<file path="src/rtl/pairop_pkg.sv">
package pairop_pkg;

    typedef enum logic [3:0] {
        OP_AND     = 4'h0,
        OP_XOR     = 4'h1,
        OP_SHL     = 4'h2,
        OP_SHR     = 4'h3,
        OP_SAR     = 4'h4,
        OP_ADDC    = 4'h5,
        OP_SUBC    = 4'h6,
        OP_ROTR    = 4'h7,
        OP_TESTAND = 4'h8,
        OP_NEG     = 4'h9,
        OP_CMPSUB  = 4'hA,
        OP_CMPADD  = 4'hB,
        OP_OR      = 4'hC,
        OP_MUL     = 4'hD,
        OP_ANDN    = 4'hE,
        OP_NOT     = 4'hF
    } alu_op_e;

    typedef enum logic [1:0] {SRC_BITWISE, SRC_SHIFT, SRC_ARITH, SRC_MUL} res_src_e;
    typedef enum logic [2:0] {BW_AND, BW_XOR, BW_OR, BW_ANDN, BW_NOT} bitwise_fn_e;
    typedef enum logic [1:0] {SH_LEFT, SH_RIGHT, SH_ARITH, SH_ROT} shift_fn_e;
    typedef enum logic [1:0] {CIN_ZERO, CIN_ONE, CIN_FLAG} carry_sel_e;

    typedef struct packed {
        res_src_e    src;
        bitwise_fn_e bfn;
        shift_fn_e   sfn;
        logic        zero_a;
        logic        invert_b;
        carry_sel_e  cin;
        logic        write;
        logic        upd_c;
        logic        upd_v;
    } alu_ctl_t;

    typedef struct packed {
        logic n;
        logic z;
        logic c;
        logic v;
    } flags_t;

    function automatic logic is_shift(alu_op_e op);
        return op inside {OP_SHL, OP_SHR, OP_SAR, OP_ROTR};
    endfunction

    function automatic logic is_flag_only(alu_op_e op);
        return op inside {OP_TESTAND, OP_CMPSUB, OP_CMPADD};
    endfunction

    function automatic logic carry_bit(carry_sel_e sel, logic flag_c);
        case (sel)
            CIN_ONE:  return 1'b1;
            CIN_FLAG: return flag_c;
            default:  return 1'b0;
        endcase
    endfunction

    function automatic logic bitwise_bit(bitwise_fn_e fn, logic a, logic b);
        case (fn)
            BW_XOR:  return a ^ b;
            BW_OR:   return a | b;
            BW_ANDN: return a & ~b;
            BW_NOT:  return ~b;
            default: return a & b;
        endcase
    endfunction

endpackage

</file>
<file path="src/rtl/pairop_decode.sv">
module pairop_decode
    import pairop_pkg::*;
(
    input  logic [3:0] op_code,
    output alu_ctl_t   ctl
);

    alu_op_e op;
    assign op = alu_op_e'(op_code);

    always_comb begin
        ctl = '{src: SRC_BITWISE, bfn: BW_AND, sfn: SH_LEFT, zero_a: 1'b0,
                invert_b: 1'b0, cin: CIN_ZERO, write: 1'b1, upd_c: 1'b0,
                upd_v: 1'b0};
        case (op)
            OP_AND:     ctl.bfn = BW_AND;
            OP_XOR:     ctl.bfn = BW_XOR;
            OP_OR:      ctl.bfn = BW_OR;
            OP_ANDN:    ctl.bfn = BW_ANDN;
            OP_NOT:     ctl.bfn = BW_NOT;
            OP_TESTAND: begin
                ctl.bfn   = BW_AND;
                ctl.write = 1'b0;
            end
            OP_SHL, OP_SHR, OP_SAR, OP_ROTR: begin
                ctl.src   = SRC_SHIFT;
                ctl.upd_c = 1'b1;
                case (op)
                    OP_SHL:  ctl.sfn = SH_LEFT;
                    OP_SHR:  ctl.sfn = SH_RIGHT;
                    OP_SAR:  ctl.sfn = SH_ARITH;
                    default: ctl.sfn = SH_ROT;
                endcase
            end
            OP_ADDC: begin
                ctl.src   = SRC_ARITH;
                ctl.cin   = CIN_FLAG;
                ctl.upd_c = 1'b1;
                ctl.upd_v = 1'b1;
            end
            OP_SUBC: begin
                ctl.src      = SRC_ARITH;
                ctl.invert_b = 1'b1;
                ctl.cin      = CIN_FLAG;
                ctl.upd_c    = 1'b1;
                ctl.upd_v    = 1'b1;
            end
            OP_NEG: begin
                ctl.src      = SRC_ARITH;
                ctl.zero_a   = 1'b1;
                ctl.invert_b = 1'b1;
                ctl.cin      = CIN_ONE;
                ctl.upd_c    = 1'b1;
                ctl.upd_v    = 1'b1;
            end
            OP_CMPSUB: begin
                ctl.src      = SRC_ARITH;
                ctl.invert_b = 1'b1;
                ctl.cin      = CIN_ONE;
                ctl.write    = 1'b0;
                ctl.upd_c    = 1'b1;
                ctl.upd_v    = 1'b1;
            end
            OP_CMPADD: begin
                ctl.src   = SRC_ARITH;
                ctl.write = 1'b0;
                ctl.upd_c = 1'b1;
                ctl.upd_v = 1'b1;
            end
            OP_MUL:     ctl.src = SRC_MUL;
            default:    ctl.bfn = BW_AND;
        endcase
    end

endmodule

</file>
<file path="src/rtl/pairop_adder.sv">
module pairop_adder #(
    parameter int W = 32
) (
    input  logic [W-1:0] a,
    input  logic [W-1:0] b,
    input  logic         zero_a,
    input  logic         invert_b,
    input  logic         cin,
    output logic [W-1:0] sum,
    output logic         cout,
    output logic         ovf
);

    localparam int MSB = W - 1;

    logic [W-1:0] a_eff;
    logic [W-1:0] b_eff;
    logic [W:0]   total;

    always_comb begin
        a_eff = zero_a ? '0 : a;
        b_eff = invert_b ? ~b : b;
        total = {1'b0, a_eff} + {1'b0, b_eff} + {{W{1'b0}}, cin};
    end

    assign sum  = total[MSB:0];
    assign cout = total[W];
    // Signed overflow: both addends share a sign that the sum does not.
    assign ovf  = (a_eff[MSB] == b_eff[MSB]) && (sum[MSB] != a_eff[MSB]);

endmodule

</file>
<file path="src/rtl/pairop_shifter.sv">
module pairop_shifter
    import pairop_pkg::*;
#(
    parameter int W     = 32,
    parameter int AMT_W = 8
) (
    input  logic [W-1:0]     val,
    input  logic [AMT_W-1:0] amt,
    input  shift_fn_e        fn,
    input  logic             c_in,
    output logic [W-1:0]     res,
    output logic             cout
);

    localparam int                 ROT_W = $clog2(W);
    localparam int                 MSB   = W - 1;
    localparam logic [AMT_W-1:0]   FULL  = AMT_W'(W);

    logic                 over;
    logic [AMT_W-1:0]     sat_amt;
    logic [W:0]           lsl_t;
    logic [W:0]           lsr_t;
    logic signed [W:0]    asr_in;
    logic signed [W:0]    asr_t;
    logic [ROT_W-1:0]     rot_n;
    logic [W-1:0]         rot_t;

    // Each wide variant keeps one extra bit that catches the last bit out.
    always_comb begin
        over    = amt > FULL;
        sat_amt = over ? FULL : amt;
        lsl_t   = over ? '0 : ({1'b0, val} << amt);
        lsr_t   = over ? '0 : ({val, 1'b0} >> amt);
        asr_in  = {val, 1'b0};
        asr_t   = asr_in >>> sat_amt;
        rot_n   = amt[ROT_W-1:0];
        rot_t   = W'({val, val} >> rot_n);
    end

    always_comb begin
        if (amt == '0) begin
            res  = val;
            cout = c_in;
        end else begin
            case (fn)
                SH_LEFT: begin
                    res  = lsl_t[MSB:0];
                    cout = lsl_t[W];
                end
                SH_RIGHT: begin
                    res  = lsr_t[W:1];
                    cout = lsr_t[0];
                end
                SH_ARITH: begin
                    res  = asr_t[W:1];
                    cout = asr_t[0];
                end
                default: begin
                    res  = rot_t;
                    cout = rot_t[MSB];
                end
            endcase
        end
    end

endmodule

</file>
<file path="src/rtl/pairop_bitwise.sv">
module pairop_bitwise
    import pairop_pkg::*;
#(
    parameter int W = 32
) (
    input  logic [W-1:0] a,
    input  logic [W-1:0] b,
    input  bitwise_fn_e  fn,
    output logic [W-1:0] y
);

    for (genvar i = 0; i < W; i++) begin : g_bit
        assign y[i] = bitwise_bit(fn, a[i], b[i]);
    end

endmodule

</file>
<file path="src/rtl/pairop_alu.sv">
module pairop_alu
    import pairop_pkg::*;
#(
    parameter int W     = 32,
    parameter int AMT_W = 8
) (
    input  logic [3:0]   op_code,
    input  logic [W-1:0] opnd_d,
    input  logic [W-1:0] opnd_s,
    input  logic         c_in,
    input  logic         v_in,
    output logic [W-1:0] result,
    output logic         result_we,
    output logic         n_out,
    output logic         z_out,
    output logic         c_out,
    output logic         v_out
);

    localparam int MSB = W - 1;

    alu_ctl_t     ctl;
    logic [W-1:0] bw_y;
    logic [W-1:0] sh_y;
    logic         sh_c;
    logic [W-1:0] add_y;
    logic         add_c;
    logic         add_v;
    logic [W-1:0] mul_y;
    logic         add_cin;
    flags_t       fl;

    pairop_decode u_decode (
        .op_code (op_code),
        .ctl     (ctl)
    );

    pairop_bitwise #(.W(W)) u_bitwise (
        .a  (opnd_d),
        .b  (opnd_s),
        .fn (ctl.bfn),
        .y  (bw_y)
    );

    pairop_shifter #(.W(W), .AMT_W(AMT_W)) u_shifter (
        .val  (opnd_d),
        .amt  (opnd_s[AMT_W-1:0]),
        .fn   (ctl.sfn),
        .c_in (c_in),
        .res  (sh_y),
        .cout (sh_c)
    );

    assign add_cin = carry_bit(ctl.cin, c_in);

    pairop_adder #(.W(W)) u_adder (
        .a        (opnd_d),
        .b        (opnd_s),
        .zero_a   (ctl.zero_a),
        .invert_b (ctl.invert_b),
        .cin      (add_cin),
        .sum      (add_y),
        .cout     (add_c),
        .ovf      (add_v)
    );

    // Single-cycle multiply, low word only.
    assign mul_y = opnd_s * opnd_d;

    always_comb begin
        case (ctl.src)
            SRC_SHIFT: result = sh_y;
            SRC_ARITH: result = add_y;
            SRC_MUL:   result = mul_y;
            default:   result = bw_y;
        endcase
    end

    always_comb begin
        fl.n = result[MSB];
        fl.z = (result == '0);
        if (ctl.upd_c)
            fl.c = (ctl.src == SRC_SHIFT) ? sh_c : add_c;
        else
            fl.c = c_in;
        fl.v = ctl.upd_v ? add_v : v_in;
    end

    assign result_we = ctl.write;
    assign n_out     = fl.n;
    assign z_out     = fl.z;
    assign c_out     = fl.c;
    assign v_out     = fl.v;

endmodule

</file>
<file path="config.mk">
export PLATFORM = sky130hd
export DESIGN_NAME = pairop_alu
export DESIGN_NICKNAME = d
export VERILOG_FILES = /design/src/rtl/pairop_pkg.sv /design/src/rtl/pairop_decode.sv /design/src/rtl/pairop_adder.sv /design/src/rtl/pairop_shifter.sv /design/src/rtl/pairop_bitwise.sv /design/src/rtl/pairop_alu.sv
export SDC_FILE = /design/constraint.sdc
export NUM_CORES = 2
export LEC_CHECK = 0
export ABC_AREA = 1
export BUFFER_PORTS_ARGS = -buffer_cell sky130_fd_sc_hd__buf_4
export CELL_PAD_IN_SITES_DETAIL_PLACEMENT = 1
export CELL_PAD_IN_SITES_GLOBAL_PLACEMENT = 2
export CORE_AREA = 5 5 321 260
export DETAILED_ROUTE_END_ITERATION = 8
export DIE_AREA = 0 0 326 265
export PLACE_DENSITY_LB_ADDON = 0.1
export SETUP_SLACK_MARGIN = 0.4
export SLEW_MARGIN = 10
export SYNTH_ARGS = -nofsm -noshare
export SYNTH_HDL_FRONTEND = slang
export SYNTH_SLANG_ARGS = --single-unit
</file>
<file path="constraint.sdc">
create_clock -name vclk -period 17
set_input_delay 3.4 -clock vclk [all_inputs]
set_output_delay 3.4 -clock vclk [all_outputs]
set_load 0.005 [all_outputs]
</file>
# After elaboration in Yosys (flattened, before gate mapping)
# Cells that the tools add are included.
word_totals:
  reg_bits: 0
  latchBits: 0
  ram_bits: 0
  rom_bits: 0
  input_bits: 70
  out_inout_bits: 37
  word_cells: 264
  mem_count: 0
classes:
  add_sub_neg: 2
  mul: 1
  div_mod_pow: 0
  order_cmp: 1
  eq_ne: 28
  shifts: 4
  muxes: 56
  n_bitwise: 161
  reduce_logical: 11
op_table:
  columns: ["op", "count"]
  rows:
  - ["case mux 32 bit (3 select lines)", 2]
  - ["case mux 1 bit (4 select lines)", 32]
  - ["two-way mux 32 bit", 3]
  - ["two-way mux 33 bit", 2]
  - ["bitwise AND 1 bit", 64]
  - [">> shifter 64 x 5 -> 32 bit", 1]
  - ["adder 32 x 32 -> 33 bit", 1]
  - ["adder 33 x 1 -> 33 bit", 1]
  - ["<< shifter 32 x 8 -> 33 bit", 1]
  - [">> shifter 33 x 8 -> 33 bit", 1]
  - [">>> shifter 33 x 8 -> 33 bit", 1]
  - ["equality test 4 bit (second input constant)", 8]
  - ["logical NOT 32 bit", 1]
  - ["multiplier 32 x 32 -> 32 bit", 1]
  - ["inverter 1 bit", 32]
  - ["inverter 32 bit", 1]
  - ["OR 1 bit", 32]
  - ["bitwise XOR 1 bit", 32]
  - ["equality test 4 x 3 -> 1 bit (second input constant)", 4]
  - ["case mux 2 bit (3 select lines)", 2]
  - ["case mux 3 bit (4 select lines)", 1]
  - ["two-way mux 1 bit", 9]
  - ["OR reduction 9 bit", 1]
  - ["equality test 2 bit (second input constant)", 4]
  - ["other kinds (21)", 27]

# Depth between registers and ports, before layout
logic_depth:
  depth_word: 9
  depth_mapped: 40
  mapped_depth_nobuf: 35

# Modules after synthesis
# Synthesis repeated with hierarchy kept, for this count alone.
hier_totals:
  cells_unflattened: 4903
  area_unflattened_um2: 29674.7
by_module_without_submodules:
  columns: ["mod", "n_inst", "cells_per_inst", "area_per_inst_um2", "seq_area_each_um2"]
  rows:
  - ["pairop_alu", 1, 2479, 17839.6, 0.0]
  - ["pairop_shifter", 1, 1392, 6492.5, 0.0]
  - ["pairop_adder", 1, 532, 2768.9, 0.0]
  - ["pairop_bitwise", 1, 459, 2382.3, 0.0]
  - ["pairop_decode", 1, 41, 191.4, 0.0]

# Worst setup path before layout
# OpenSTA, ideal clock, no wires.
synth_path:
  path_kind: "input to output"
  from: "input opnd_s[7]"
  to: "output z_out"
  t_arrival_ns: 10.614
  required_ns: 13.600
  setup_slack_ns: 2.986
  cell_stages: 36
  path_buffers: 6
  cell_sequence: "buf_2 > buf_2 > buf_2 > buf_2 > buf_2 > buf_1 > nand2_1 > fa_1 > inv_1 > fa_1 > fa_1 > inv_1 > fa_1 > inv_1 > fa_1 > inv_1 > fa_1 > inv_1 > fa_1 > fa_1 > ha_1 > nand2_1 > nor2_1 > nor3b_1 > nand4_1 > nand3_1 > a21o_1 > a21oi_1 > or2_2 > nand3_1 > nand4_1 > nor2_1 > nand2_1 > inv_1 > nand4_1 > nor2_1"
synth_via:
  elab_chain_len: 7
  elab_cells_between_ends: 23
synth_rtl:
  columns: ["element", "line", "text"]
  rows:
  - ["from (decl)", "pairop_alu.sv:9", "input logic [W-1:0] opnd_s,"]
  - ["branches (longest 5 deep; another with adder 32 x 32 -> 33 bit)", null, null]
  - ["case mux 32 bit (3 select lines) *", "pairop_alu.sv:71", "case (ctl.src)"]
  - ["via result[26]", "pairop_alu.sv:12", "output logic [W-1:0] result,"]
  - ["logical NOT 32 bit *", "pairop_alu.sv:81", "fl.z = (result == '0);"]
  - ["to (decl)", "pairop_alu.sv:15", "output logic z_out,"]
# Mark *: on every way through the listed nets, which the timed path passes.

# Final worst setup path
layout_path:
  from: "input opnd_d[6]"
  to: "output z_out"
layout_via:
  elab_chain_len: 6
  elab_cells_between_ends: 19
layout_rtl:
  columns: ["element", "line", "text"]
  rows:
  - ["from (decl)", "pairop_alu.sv:8", "input logic [W-1:0] opnd_d,"]
  - ["branches (longest 4 deep; another with adder 32 x 32 -> 33 bit)", null, null]
  - ["case mux 32 bit (3 select lines) *", "pairop_alu.sv:71", null]
  - ["logical NOT 32 bit *", "pairop_alu.sv:81", null]
# Mark *: on every way between the ends.

==> qor.json <==
{
  "place": {
    "port_buffers": 107,
    "place.gp.congestion": 0.999,
    "dp_hpwl_um": 114000,
    "placed_cells": 5512
  },
  "floorplan": {
    "die_w_um": 326,
    "die_height_um": 265,
    "top_level_ports": 107,
    "floorplan.core_area_mm2": 0.0798,
    "placement_rows": 93,
    "floorplan.die_area_mm2": 0.0864,
    "initial_utilization": 0.356
  },
  "worst_setup_path": {
    "worstPathRequired_ps": 13600,
    "crit_type": "in2out",
    "setup.worst_path.end_class": "primary output",
    "timing.critical_path.fanout_max": 30,
    "worst_setup_path_start_kind": "input pin",
    "cp_slowest_cell": "sky130_fd_sc_hd__fa_1",
    "crit_arrival_ps": 11260,
    "crit_top_cell": "sky130_fd_sc_hd__fa_1",
    "critical-path-max-stage-delay_ps": 580
  },
  "timing": {
    "max_freq_ghz": 0.0682,
    "tightest_slew_ps": 1010,
    "timing.final.max_slew_violations": 0,
    "setup_total_negative_slack_ps": 0,
    "final-hold-violation-count": 0,
    "period_minus_slack_ps": 14660,
    "final_min_period_over_clock_period": 0.862,
    "final-setup-viol-count": 0,
    "setup_repair_after_global_routing_missed_its_margin": "false",
    "max_slew_margin": 0.318
  },
  "logic_synthesis": {
    "post_synth_instance_area_mm2": 0.0284,
    "synth_area_leaders": "sky130_fd_sc_hd__fa_1, sky130_fd_sc_hd__nand2_1, sky130_fd_sc_hd__inv_1",
    "post_synthesis_xor_xnor_area_fraction": 0.0293,
    "synth_compound_area_frac": 0.146,
    "post_synth_inst_count": 4607,
    "synthMostInstantiatedCell": "sky130_fd_sc_hd__nand2_1",
    "synthMuxAreaShare": 0.00211,
    "post_synth_top_area_cell": "sky130_fd_sc_hd__fa_1",
    "synth_sequential_area_ratio": 0,
    "syn_nets": 5292,
    "synth.distinct_cells": 55,
    "ys.warnings.count": 0,
    "combinational_family_with_the_most_area_after_synthesis": "adder cells",
    "synthDominantCellAreaShare": 0.289,
    "synth.top_cells.by_count": "sky130_fd_sc_hd__nand2_1, sky130_fd_sc_hd__inv_1, sky130_fd_sc_hd__fa_1",
    "synth_simple_gate_area_frac": 0.277,
    "synthAdderAreaFrac": 0.379,
    "synth.avg_cell_area_um2": 6.16
  },
  "status": {
    "status": "finished, final reports clean"
  },
  "layout": {
    "multiInputGateArea_mm2": 0.0237,
    "final_net_count": 5154,
    "seq_area_um2": 0,
    "post_route_cells_drive_above_1_share": 0.0470,
    "layout.core_utilization": 0.372,
    "area_growth_syn_to_layout_pct": 4.42,
    "clock_buffers": 0,
    "n_fill_cell": 10600,
    "fin_cells": 5517,
    "n_sequential_cell": 0
  },
  "grt": {
    "global_route_congestion_overflow_total": 0,
    "pin_count_of_the_biggest_net_entering_global_routing": 76,
    "grt_first_pass_wirelength_um": 216000,
    "groute.usage.overall": 0.331,
    "grt_pass1_vias": 31100,
    "antenna_found_initial": 6
  },
  "route": {
    "drtIter0Drc": 3254,
    "detail-route-antenna-nets": 0,
    "drt-wirelength-per-cell_um": 26.5,
    "routed_wirelength_um": 146000,
    "via_count": 31000,
    "route.detailed.vias_per_inst": 5.61,
    "drt_first_pass_iters": 6,
    "drt_drc_violations_left": 0
  },
  "cts": {
    "postCtsResizedCells": 0,
    "cts_post_setup_buffers_inserted": 0,
    "hold_buffers": 0
  },
  "flow_run": {
    "max_cap_violations": 0
  },
  "hold_path": {
    "holdCritPathClass": "in2out"
  }
}
[layout by cell type, fill, tap and decap left out, types with 14 or more instances in the layout]
master,count
sky130_fd_sc_hd__nand2_1,1287
sky130_fd_sc_hd__inv_1,935
sky130_fd_sc_hd__fa_1,410
sky130_fd_sc_hd__o21ai_0,343
sky130_fd_sc_hd__nand3_1,330
sky130_fd_sc_hd__a21oi_1,217
sky130_fd_sc_hd__ha_1,205
sky130_fd_sc_hd__nor2_1,196
sky130_fd_sc_hd__buf_4,141
sky130_fd_sc_hd__xor2_1,73
sky130_fd_sc_hd__o211ai_1,45
sky130_fd_sc_hd__o22ai_1,42
sky130_fd_sc_hd__or2_2,31
sky130_fd_sc_hd__xnor2_1,22
sky130_fd_sc_hd__nand4_1,20
sky130_fd_sc_hd__o21ai_1,15
sky130_fd_sc_hd__inv_2,14
[worst max-delay path: cells and delay by family]
kind / cells / cell delay [ps]
adders and majority gates: 9 / 4370
and+or+nand+nor: 11 / 2030
buffers and inverters: 8 / 950
AOI/OAI and AO/OA: 3 / 500
[cell families (layout without fill, tap and decap cells)]
kind of cell / Yosys count / count (layout)
buffers and inverters: 1232 / 1092
other: 0 / 5
adders and majority gates: 615 / 615
xor gates and xnor gates: 95 / 95
AOI/OAI and AO/OA: 745 / 745
muxes: 6 / 6
and+or+nand+nor: 1914 / 1914
[path summary, 6_finish.rpt]
path                      start     to  cells past startpoint
worst max-delay path  opnd_d[6]  z_out                     31
worst min-delay path       v_in  v_out                      4
[routing by layer]
metal  vias to the layer above  global-route usage  wire, um
li1                      13900                   -         -
met2                      1313               0.489     59400
met5                         -                   0        13
met1                     15700               0.521     71500
met4                         2              0.0488      2670
met3                       109              0.0453     12800
[metrics by stage]
step                      hold WS [ps]  worst slack (ps)  instance area (um2)
after floorplan                   6900              2990                28400
final                             7070              2340                29700
after global placement            7070              2570                29600
after detailed placement          7070              2530                29600
after CTS                         7070              2470                29600
after global routing              7080              1970                29600
[area by class of cell]
class	instances	share of cell area
inverters	951	0.120
diodes	5	0.000422
repair buffers	141	0.0357
multi-input cells	3375	0.799
well taps	1045	0.0441
